[src/rtl/nfe_pkg.sv]
package nfe_pkg;

    typedef enum logic [1:0] {
        PH_IDLE,
        PH_RD_ADDR,
        PH_PG_LOAD,
        PH_ER_ADDR
    } phase_e;

    localparam logic [7:0] OP_READ     = 8'h00;
    localparam logic [7:0] OP_READ_GO  = 8'h30;
    localparam logic [7:0] OP_PROG     = 8'h80;
    localparam logic [7:0] OP_PROG_GO  = 8'h10;
    localparam logic [7:0] OP_ERASE    = 8'h60;
    localparam logic [7:0] OP_ERASE_GO = 8'hD0;
    localparam logic [7:0] OP_STATUS   = 8'h70;
    localparam logic [7:0] OP_RESET    = 8'hFF;

endpackage

[src/rtl/nfe_strobe.sv]
// Samples one strobe pin and reports a single chosen transition.
module nfe_strobe #(
    parameter bit IDLE_LEVEL  = 1'b1,
    parameter bit DETECT_RISE = 1'b1
) (
    input  logic clk,
    input  logic rst_n,
    input  logic pin,
    output logic edge_seen
);
    logic lvl_d, lvl_q;

    always_comb begin
        lvl_d = pin;
        if (DETECT_RISE) edge_seen = !lvl_q && pin;
        else             edge_seen = lvl_q && !pin;
    end

    always_ff @(posedge clk or negedge rst_n) begin
        if (!rst_n) lvl_q <= IDLE_LEVEL;
        else        lvl_q <= lvl_d;
    end
endmodule

[src/rtl/nfe_busy_timer.sv]
// Counts down an operation duration; can be cut short.
module nfe_busy_timer #(
    parameter int CNT_W = 8
) (
    input  logic             clk,
    input  logic             rst_n,
    input  logic             start,
    input  logic [CNT_W-1:0] dur,
    input  logic             abort,
    output logic             busy
);
    typedef struct packed {
        logic             busy;
        logic [CNT_W-1:0] cnt;
    } tmr_t;

    tmr_t s_d, s_q;

    always_comb begin
        s_d = s_q;
        if (abort) begin
            s_d.busy = 1'b0;
            s_d.cnt  = '0;
        end else if (start) begin
            s_d.busy = 1'b1;
            s_d.cnt  = dur - 1'b1;
        end else if (s_q.busy) begin
            if (s_q.cnt == '0) s_d.busy = 1'b0;
            else               s_d.cnt  = s_q.cnt - 1'b1;
        end
    end

    always_ff @(posedge clk or negedge rst_n) begin
        if (!rst_n) s_q <= '0;
        else        s_q <= s_d;
    end

    assign busy = s_q.busy;

    // chip select plays no part here: only the count or an abort ends busy
    assert_busy_holds_R6: assert property (@(posedge clk) disable iff (!rst_n)
        (s_q.busy && !abort && s_q.cnt != '0) |=> s_q.busy);

    assert_abort_ready_R9: assert property (@(posedge clk) disable iff (!rst_n)
        abort |=> !busy);
endmodule

[src/rtl/nfe_page_buf.sv]
// Behavioural single-page store standing in for the array.
module nfe_page_buf #(
    parameter int AW = 4,
    parameter int DW = 16
) (
    input  logic          clk,
    input  logic          rst_n,
    input  logic          wr_en,
    input  logic [AW-1:0] wr_addr,
    input  logic [DW-1:0] wr_data,
    input  logic [AW-1:0] rd_addr,
    output logic [DW-1:0] rd_data
);
    localparam int WORDS = 1 << AW;

    logic [DW-1:0] mem_d [WORDS];
    logic [DW-1:0] mem_q [WORDS];

    always_comb begin
        mem_d = mem_q;
        if (wr_en) mem_d[wr_addr] = wr_data;
    end

    always_ff @(posedge clk or negedge rst_n) begin
        if (!rst_n) begin
            for (int i = 0; i < WORDS; i++) mem_q[i] <= '0;
        end else begin
            mem_q <= mem_d;
        end
    end

    assign rd_data = mem_q[rd_addr];
endmodule

[src/rtl/nand_bus_front.sv]
module nand_bus_front
    import nfe_pkg::*;
#(
    parameter int COL_W   = 4,
    parameter int COL_CYC = 1,
    parameter int ROW_CYC = 2,
    parameter int T_READ  = 6,
    parameter int T_PROG  = 9,
    parameter int T_ERASE = 12,
    parameter int TMR_W   = 8
) (
    input  logic                 clk,
    input  logic                 rst_n,
    input  logic                 ce_n,
    input  logic                 cle,
    input  logic                 ale,
    input  logic                 we_n,
    input  logic                 re_n,
    input  logic                 wp_n,
    input  logic                 wide_mode,
    input  logic [15:0]          io_in,
    output logic [15:0]          io_out,
    output logic                 io_oe,
    output logic                 rb_pull_low,
    output logic                 standby,
    output logic                 proto_err,
    output logic [8*ROW_CYC-1:0] row_addr
);
    localparam int ADDR_CYC = COL_CYC + ROW_CYC;
    localparam int CNT_W    = $clog2(ADDR_CYC + 1);
    localparam int ROW_W    = 8 * ROW_CYC;
    localparam int CB_W     = 8 * COL_CYC;
    localparam logic [CNT_W-1:0] CNT_LAST = CNT_W'(ADDR_CYC);
    localparam logic [COL_W-1:0] COL_ONE  = COL_W'(1);

    typedef struct packed {
        phase_e           phase;
        logic [CNT_W-1:0] acnt;
        logic [COL_W-1:0] col;
        logic [ROW_W-1:0] row;
        logic             status_mode;
        logic             fail;
        logic [15:0]      dout;
        logic             perr;
    } ctl_t;

    ctl_t s_d, s_q;

    logic we_rise, re_fall, busy;
    logic bad_hi, cmd_evt, addr_evt, data_evt;
    logic tmr_start, tmr_abort;
    logic [TMR_W-1:0] tmr_dur;
    logic pb_wr;
    logic [15:0] pb_wdata, pb_rdata;
    logic [CB_W-1:0] cwide;
    int idx;

    nfe_strobe #(.IDLE_LEVEL(1'b1), .DETECT_RISE(1'b1)) u_we (
        .clk(clk), .rst_n(rst_n), .pin(we_n), .edge_seen(we_rise));

    nfe_strobe #(.IDLE_LEVEL(1'b1), .DETECT_RISE(1'b0)) u_re (
        .clk(clk), .rst_n(rst_n), .pin(re_n), .edge_seen(re_fall));

    nfe_busy_timer #(.CNT_W(TMR_W)) u_tmr (
        .clk(clk), .rst_n(rst_n), .start(tmr_start), .dur(tmr_dur),
        .abort(tmr_abort), .busy(busy));

    nfe_page_buf #(.AW(COL_W), .DW(16)) u_page (
        .clk(clk), .rst_n(rst_n), .wr_en(pb_wr), .wr_addr(s_q.col),
        .wr_data(pb_wdata), .rd_addr(s_q.col), .rd_data(pb_rdata));

    // cycle classification; chip select is bypassed for commands while busy
    assign bad_hi   = wide_mode && (io_in[15:8] != 8'h00);
    assign cmd_evt  = we_rise && cle && !ale && (busy || !ce_n);
    assign addr_evt = we_rise && ale && !cle && !ce_n && !busy;
    assign data_evt = we_rise && !ale && !cle && !ce_n && !busy;

    always_comb begin
        s_d       = s_q;
        s_d.perr  = 1'b0;
        tmr_start = 1'b0;
        tmr_abort = 1'b0;
        tmr_dur   = '0;
        pb_wr     = 1'b0;
        pb_wdata  = wide_mode ? io_in : {8'h00, io_in[7:0]};
        cwide     = '0;
        idx       = 0;

        if ((cmd_evt || addr_evt) && bad_hi) begin
            s_d.perr = 1'b1;
        end else if (cmd_evt) begin
            s_d.acnt = '0;
            if (busy) begin
                if (io_in[7:0] == OP_RESET) begin
                    tmr_abort       = 1'b1;
                    s_d.phase       = PH_IDLE;
                    s_d.status_mode = 1'b0;
                    s_d.fail        = 1'b0;
                end else if (io_in[7:0] == OP_STATUS) begin
                    s_d.status_mode = 1'b1;
                end
            end else begin
                case (io_in[7:0])
                    OP_RESET: begin
                        s_d.phase       = PH_IDLE;
                        s_d.status_mode = 1'b0;
                        s_d.fail        = 1'b0;
                    end
                    OP_STATUS: s_d.status_mode = 1'b1;
                    OP_READ: begin
                        s_d.phase       = PH_RD_ADDR;
                        s_d.status_mode = 1'b0;
                    end
                    OP_READ_GO: begin
                        if (s_q.phase == PH_RD_ADDR) begin
                            tmr_start = 1'b1;
                            tmr_dur   = TMR_W'(T_READ);
                        end
                        s_d.phase       = PH_IDLE;
                        s_d.status_mode = 1'b0;
                    end
                    OP_PROG: begin
                        if (wp_n) begin
                            s_d.phase = PH_PG_LOAD;
                        end else begin
                            s_d.phase = PH_IDLE;
                            s_d.fail  = 1'b1;
                        end
                    end
                    OP_PROG_GO: begin
                        if (s_q.phase == PH_PG_LOAD) begin
                            tmr_start = 1'b1;
                            tmr_dur   = TMR_W'(T_PROG);
                        end
                        s_d.phase = PH_IDLE;
                    end
                    OP_ERASE: begin
                        if (wp_n) begin
                            s_d.phase = PH_ER_ADDR;
                        end else begin
                            s_d.phase = PH_IDLE;
                            s_d.fail  = 1'b1;
                        end
                    end
                    OP_ERASE_GO: begin
                        if (s_q.phase == PH_ER_ADDR) begin
                            tmr_start = 1'b1;
                            tmr_dur   = TMR_W'(T_ERASE);
                        end
                        s_d.phase = PH_IDLE;
                    end
                    default: ;
                endcase
            end
        end else if (addr_evt) begin
            if (s_q.acnt < CNT_LAST) begin
                idx = int'(s_q.acnt);
                if (idx < COL_CYC) begin
                    cwide = CB_W'(s_q.col);
                    cwide[idx*8 +: 8] = io_in[7:0];
                    s_d.col = COL_W'(cwide);
                end else begin
                    s_d.row[(idx - COL_CYC)*8 +: 8] = io_in[7:0];
                end
                s_d.acnt = s_q.acnt + 1'b1;
            end
        end else if (data_evt) begin
            if (s_q.phase == PH_PG_LOAD) begin
                pb_wr   = 1'b1;
                s_d.col = s_q.col + COL_ONE;
            end
        end else if (re_fall && !ce_n && !busy && !s_q.status_mode) begin
            s_d.dout = pb_rdata;
            s_d.col  = s_q.col + COL_ONE;
        end
    end

    always_ff @(posedge clk or negedge rst_n) begin
        if (!rst_n) begin
            s_q       <= '0;
            s_q.phase <= PH_IDLE;
        end else begin
            s_q <= s_d;
        end
    end

    assign io_out      = s_q.status_mode ? {8'h00, wp_n, !busy, 5'b00000, s_q.fail}
                       : (wide_mode ? s_q.dout : {8'h00, s_q.dout[7:0]});
    assign io_oe       = !ce_n && !re_n && (!busy || s_q.status_mode);
    assign rb_pull_low = busy;
    assign standby     = ce_n && !busy;
    assign proto_err   = s_q.perr;
    assign row_addr    = s_q.row;

    assert_busy_start_R5: assert property (@(posedge clk) disable iff (!rst_n)
        tmr_start |=> rb_pull_low);

    assert_col_step_R4: assert property (@(posedge clk) disable iff (!rst_n)
        (re_fall && !we_rise && !ce_n && !busy && !s_q.status_mode)
        |=> (s_q.col == $past(s_q.col) + COL_ONE));

    assert_wp_reject_R8: assert property (@(posedge clk) disable iff (!rst_n)
        (cmd_evt && !bad_hi && !busy && io_in[7:0] == OP_PROG && !wp_n)
        |=> (s_q.phase == PH_IDLE && s_q.fail && !rb_pull_low));

    assert_perr_drop_R7: assert property (@(posedge clk) disable iff (!rst_n)
        proto_err |-> (row_addr == $past(row_addr) && !$rose(rb_pull_low)));

    assert_both_high_ignored_R11: assert property (@(posedge clk) disable iff (!rst_n)
        (we_rise && cle && ale)
        |=> (s_q.acnt == $past(s_q.acnt) && s_q.phase == $past(s_q.phase)));
endmodule

[config.mk]
export PLATFORM = sky130hd
export DESIGN_NAME = nand_bus_front
export DESIGN_NICKNAME = d
export VERILOG_FILES = /design/src/rtl/nfe_pkg.sv /design/src/rtl/nfe_strobe.sv /design/src/rtl/nfe_busy_timer.sv /design/src/rtl/nfe_page_buf.sv /design/src/rtl/nand_bus_front.sv
export SDC_FILE = /design/constraint.sdc
export NUM_CORES = 1
export LEC_CHECK = 0
export BUFFER_PORTS_ARGS = -buffer_cell sky130_fd_sc_hd__buf_2
export CAP_MARGIN = 40
export CORE_ASPECT_RATIO = 0.9
export CORE_MARGIN = 2
export CORE_UTILIZATION = 35
export CTS_CLUSTER_SIZE = 10
export DETAILED_ROUTE_END_ITERATION = 12
export PLACE_DENSITY = 0.55
export SYNTH_ARGS = -nofsm -noshare
export SYNTH_HDL_FRONTEND = slang
export SYNTH_SLANG_ARGS = --single-unit
[constraint.sdc]
create_clock -name clk -period 3 [get_ports clk]
set_input_delay 0.45 -clock clk [delete_from_list [all_inputs] [get_ports clk]]
set_output_delay 0.45 -clock clk [all_outputs]
set_load 0.05 [all_outputs]
==> metrics, run 1 <==
status completed; Final Hold Viols 0; Post-Route WL 36.6 mm; Hold WC Path Type input port to flop; leakage power 0.00774 uW; Yosys cell types 68; DRC 0; largest net degree at the start of global routing 82; Net count, final 1,279; share of cells above drive strength 1 28.9%; via count 9,494; ANT nets after route 0; via density per instance 5.27; design area 0.0167 mm2; Finished Layout Cells 1,800; grt ovf 0; clock sink count 310; Final Max Slew Viols 0; multi-input logic area 0.00642 mm2; worst r2r path cells 5; r2r endpoint s_q[6]; crit path kind flop to flop; VDD IR max 0.000313 V; fmax 379 MHz; Top Ports 61; total track usage 17.0%; Rel. slew slack 38.1%; chip width 221 um; Arr. time, crit path 3.01 ns; Worst-Margin Slew 0.928 ns; core box area 0.0418 mm2; overall power 9180 uW; global-route wire length before repair 58.6 mm; Max Clock Skew 0.00870 ns; setup TNS 0 ns; syn_nets 1,256; total CTS buffers 37; Worst Hold Slack 0.0450 ns; CP Max Fanout 16; DRT Pass-1 Iters 4; HPWL Detailed 22.8 mm; predominant post-synthesis flop cell dfrtp_1; Seq/Total Area, Yosys 52.2%; DP Area 0.0157 mm2; fill count 3,937; Post-Syn Area per Cell 12.2 um2; Synth-to-Final Area Change 12.4%; Setup Viol. Count Final 0; Worst R2R Start u_we.lvl_q; commonest cells in the netlist dfrtp_1 (308), nand2_1 (164), o21ai_0 (134); minimum clock period 2.64 ns; vias in the first global route 9,843; PortBufs 60; row count 71; Cells after Synth 1,219; top cells by area, synth dfrtp_1 (52%), mux2_2 (9.9%), mux4_2 (9.7%); Placer Congestion 0.778; full die area 0.0441 mm2; Clock Latency Late Sink 0.52 ns; synthesized flop and latch total 310; Netlist Area Pre-Place 0.0149 mm2; clock slew at the register clock pins of the worst setup and hold paths 0.06 ns; Antenna Cells 0; Initial Util 35.5%; asr flop ratio synth 100%; max-cap violations 0; Critical Path Sink Type flop; Worst Setup SP u_we.lvl_q; Hold EP u_we.lvl_q; Pwr Density 550 mW/mm2; Iter 0 DRT Violations 636; Period Utilization, post-route 87.9%; initial antenna violation count 0; EDFF count, synth 0; CTS tree done; RSZ-0062 raised after global routing false; startpoint types flop; Die Ht 199 um; reg-to-reg slack, setup 0.36 ns; Yosys warnings 0; HP Start we_n; Resize count post-CTS 0; CTS Buffer Depth 3; Hold Path Depth 1; most numerous cell in the Yosys netlist dfrtp_1; top cell type's share of synthesized area 51.9%; cell taking the most area after synthesis dfrtp_1; WL per Instance 20.3 um; FF/Latch Area 0.00776 mm2; CP Data Required Time 3.37 ns; Inst Count DP 1,749; CTS H-tree lvls 2; CTS root buf clkbuf_16
[critical path, cell delays in order, from the launching register on]
cell	delay (ns)
dfstp_2	0.51
nand2b_1	0.27
nor4b_4	0.13
or3_1	0.78
a2111oi_0	0.70
a311oi_1	0.09
[placed cells by master, fill, tap and decap left out, drive strengths merged, types with 8 or more instances in the layout]
cell	n
nor2	40
nand4	17
nand2	164
a2111oi	16
nor2b	8
nor3	8
inv	28
and2	28
mux2i	38
nand3	11
o21ai	136
dfrtp	308
ha	12
a311oi	16
clkbuf	49
buf	98
mux4	64
mux2	131
[repair_timing]
item / in CTS / in global routing
buffers inserted: 0 / 0
hold endpoints to repair: 76 / 0
hold buffers: 1 / 0
[how the worst max path moves through the flow]
stage	cells past startpoint	endpoint	slack, ns
after CTS	5	s_q[6]	0.40
after global placement	7	row_addr[9]	0.35
after detailed placement	7	row_addr[10]	0.30
after global routing	5	s_q[6]	0.23
after floorplan	3	io_oe	0.41
final	5	s_q[6]	0.36
[kinds of logic after synthesis]
| logic type | after synthesis | synth area share, % |
|---|---|---|
| simple gates | 319 | 11.6 |
| flops | 310 | 52.2 |
| mux | 233 | 22.2 |
| compound gates | 195 | 7.98 |
| buf+inv | 143 | 4.60 |
| fa+ha+maj | 12 | 1.01 |
| xor+xnor | 7 | 0.413 |
[power breakdown]
group,total (uW),internal (uW),switching [uW]
registers,4350,4270,86.9
logic,887,323,564
clock network,3940,2310,1630
total,9180,6900,2280
[per-stage QoR]
| step | utilization [%] | worst slack, ns |
|---|---|---|
| CTS | 39.9 | 0.402 |
| finish | 39.9 | 0.362 |
| floorplan | - | 0.412 |
| global route | 39.9 | 0.225 |
| detailed placement | 37.4 | 0.300 |
| global placement | 37.4 | 0.353 |
[state kept, by name, summed over array words and instances (netlist names)]
signal and count:
u_tmr.s_q 8, proto_err 1, u_re.lvl_q 1, u_we.lvl_q 1
s_q 26, u_page.mem_q 256, row_addr 16, u_tmr.busy 1
[layout make-up]
cell class | count | area share (%)
Clock buffer | 49 | 6.00
Sequential cell | 310 | 46.5
Timing Repair Buffer | 99 | 4.15
Clock inverter | 1 | 0.0975
Tap cell | 547 | 4.10
Inverter | 28 | 0.630
Multi-Input combinational cell | 766 | 38.5
[layer usage]
metal	part of all wire (%)	GRT usage [%]	up-vias	routed length (um)
met2	47	27.5	141	17200
met4	1.6	4.23	0	573
met3	3.2	2.41	41	1190
met1	48	24.3	4934	17700
met5	0	0	-	0
li1	-	-	4378	-
Note: power is estimated with default switching activity, not from simulation.
==> run 2: changes to the inputs <==
- MAX_ROUTING_LAYER: not set -> met4
==> metrics, run 2 (synthesis results as in run 1) <==
HP Start we_n; total CTS buffers 37; Synth-to-Final Area Change 12.4%; max FFs per register 256; Pwr Density 550 mW/mm2; most frequent cells in the layout dfrtp_1 (306), nand2_1 (164), o21ai_0 (134); vias in the first global route 9,833; global-route wire length before repair 58.6 mm; clock sink count 310; commonest non-fill, non-tap cell in the layout dfrtp_1; Critical Path Sink Type flop; HPWL Detailed 22.8 mm; Max Clock Skew 0.00872 ns; max-cap violations 0; status completed; CTS H-tree lvls 2; Top Ports 61; reg-to-reg slack, setup 0.36 ns; Clock Latency Late Sink 0.52 ns; Post-Route WL 36.6 mm; fmax 378 MHz; P_sw 2290 uW; crit path kind flop to flop; chip width 221 um; Resize count post-CTS 0; via density per instance 5.29; Worst R2R Start u_we.lvl_q; register share of total power 47.4%; Gate power share 9.7%; setup TNS 0 ns; full die area 0.0441 mm2; Period Utilization, post-route 88.2%; CTS Buffer Depth 3; grt ovf 0; ANT nets after route 0; startpoint types flop; Setup Viol. Count Final 0; Worst Hold Slack 0.0446 ns; leakage power 0.00774 uW; Iter 0 DRT Violations 634; core box area 0.0418 mm2; Rel. slew slack 37.3%; Antenna Cells 0; initial antenna violation count 0; CTS tree done; CTS root buf clkbuf_16; Die Ht 199 um; Hold WC Path Type input port to flop; Worst Setup SP u_we.lvl_q; largest net degree at the start of global routing 82; Worst-Margin Slew 0.941 ns; P_int 6900 uW; Clk pwr share 42.9%; clock slew at the register clock pins of the worst setup and hold paths 0.06 ns; share of cells above drive strength 1 28.9%; Arr. time, crit path 3.02 ns; row count 71; via count 9,529; Largest Register u_page.mem_q; total track usage 17.5%; Placer Congestion 0.788; Initial Util 35.5%; VDD IR max 0.000314 V; DRT Pass-1 Iters 4; CP Max Fanout 16; WL per Instance 20.4 um; minimum clock period 2.64 ns; Net count, final 1,279; DRC 0; Final Hold Viols 0; RSZ-0062 raised after global routing false; PortBufs 60; switching part of the total 24.9%; CP Data Required Time 3.37 ns; Final Max Slew Viols 0
==> run 2: cell counts in the layout (fill, tap and decap cells not counted) <==
No cell type changed its count.
==> run 2: path summary, 6_finish.rpt <==
| path | endpoint | cells after the start |
|---|---|---|
| worst max-delay path | s_q[6] | 5 |
| worst min-delay path | u_we.lvl_q | 1 |
| worst max register to register | s_q[6] | 5 |
| worst min register to register | u_page.mem_q[72] | 2 |
| max in group asynchronous | u_re.lvl_q | 3 |
| min in group asynchronous | u_page.mem_q[40] | 2 |
==> run 2: per-layer routing <==
metal	wire (um)	share of wire (%)	vias to the layer above	global-route usage, %
li1	-	-	4385	-
met1	17600	48	4939	24.2
met5	0	0	-	-
met2	17200	47	162	27.5
met4	605	1.7	0	4.23
met3	1250	3.4	43	2.41
==> run 2: layout make-up <==
cell class / instances / area, um2
well taps: 547 / 684
inverters: 28 / 105
clock buffers: 49 / 1000
multi-input cells: 766 / 6420
clock inverters: 1 / 16.3
fillers: 3937 / 25200
flip-flops and latches: 310 / 7760
repair buffers: 99 / 693
==> run 2: worst max-delay path, cell delays in order (launching register included) <==
cell	delay, ns
dfstp_2	0.51
nand2b_1	0.27
nor4b_4	0.13
or3_1	0.78
a2111oi_0	0.71
a311oi_1	0.09
==> run 2: stage by stage <==
step,worst slack (ns),area [um2],utilization (%),instances,power (uW)
floorplan,0.412,14900,-,1219,4990
global placement,0.353,15700,37.4,1749,5320
detailed placement,0.300,15700,37.4,1749,5330
CTS,0.402,16700,39.9,1800,9320
global route,0.226,16700,39.9,1800,9550
finish,0.355,16700,39.9,1800,9180
==> run 2: power groups by stage <==
stage / Sequential [uW] / Clock, uW / Combinational (uW)
after floorplan: 4400 / 0 / 596
after global placement: 4430 / 0 / 893
after detailed placement: 4420 / 0 / 902
after CTS: 4350 / 4060 / 905
after global routing: 4360 / 4200 / 985
final: 4350 / 3940 / 887
==> run 2: what timing repair did <==
item / CTS / global route
setup buffers: 0 / 0
setup endpoints to repair: 0 / 0
hold buffers: 1 / 0
endpoints found under the hold margin: 76 / 0
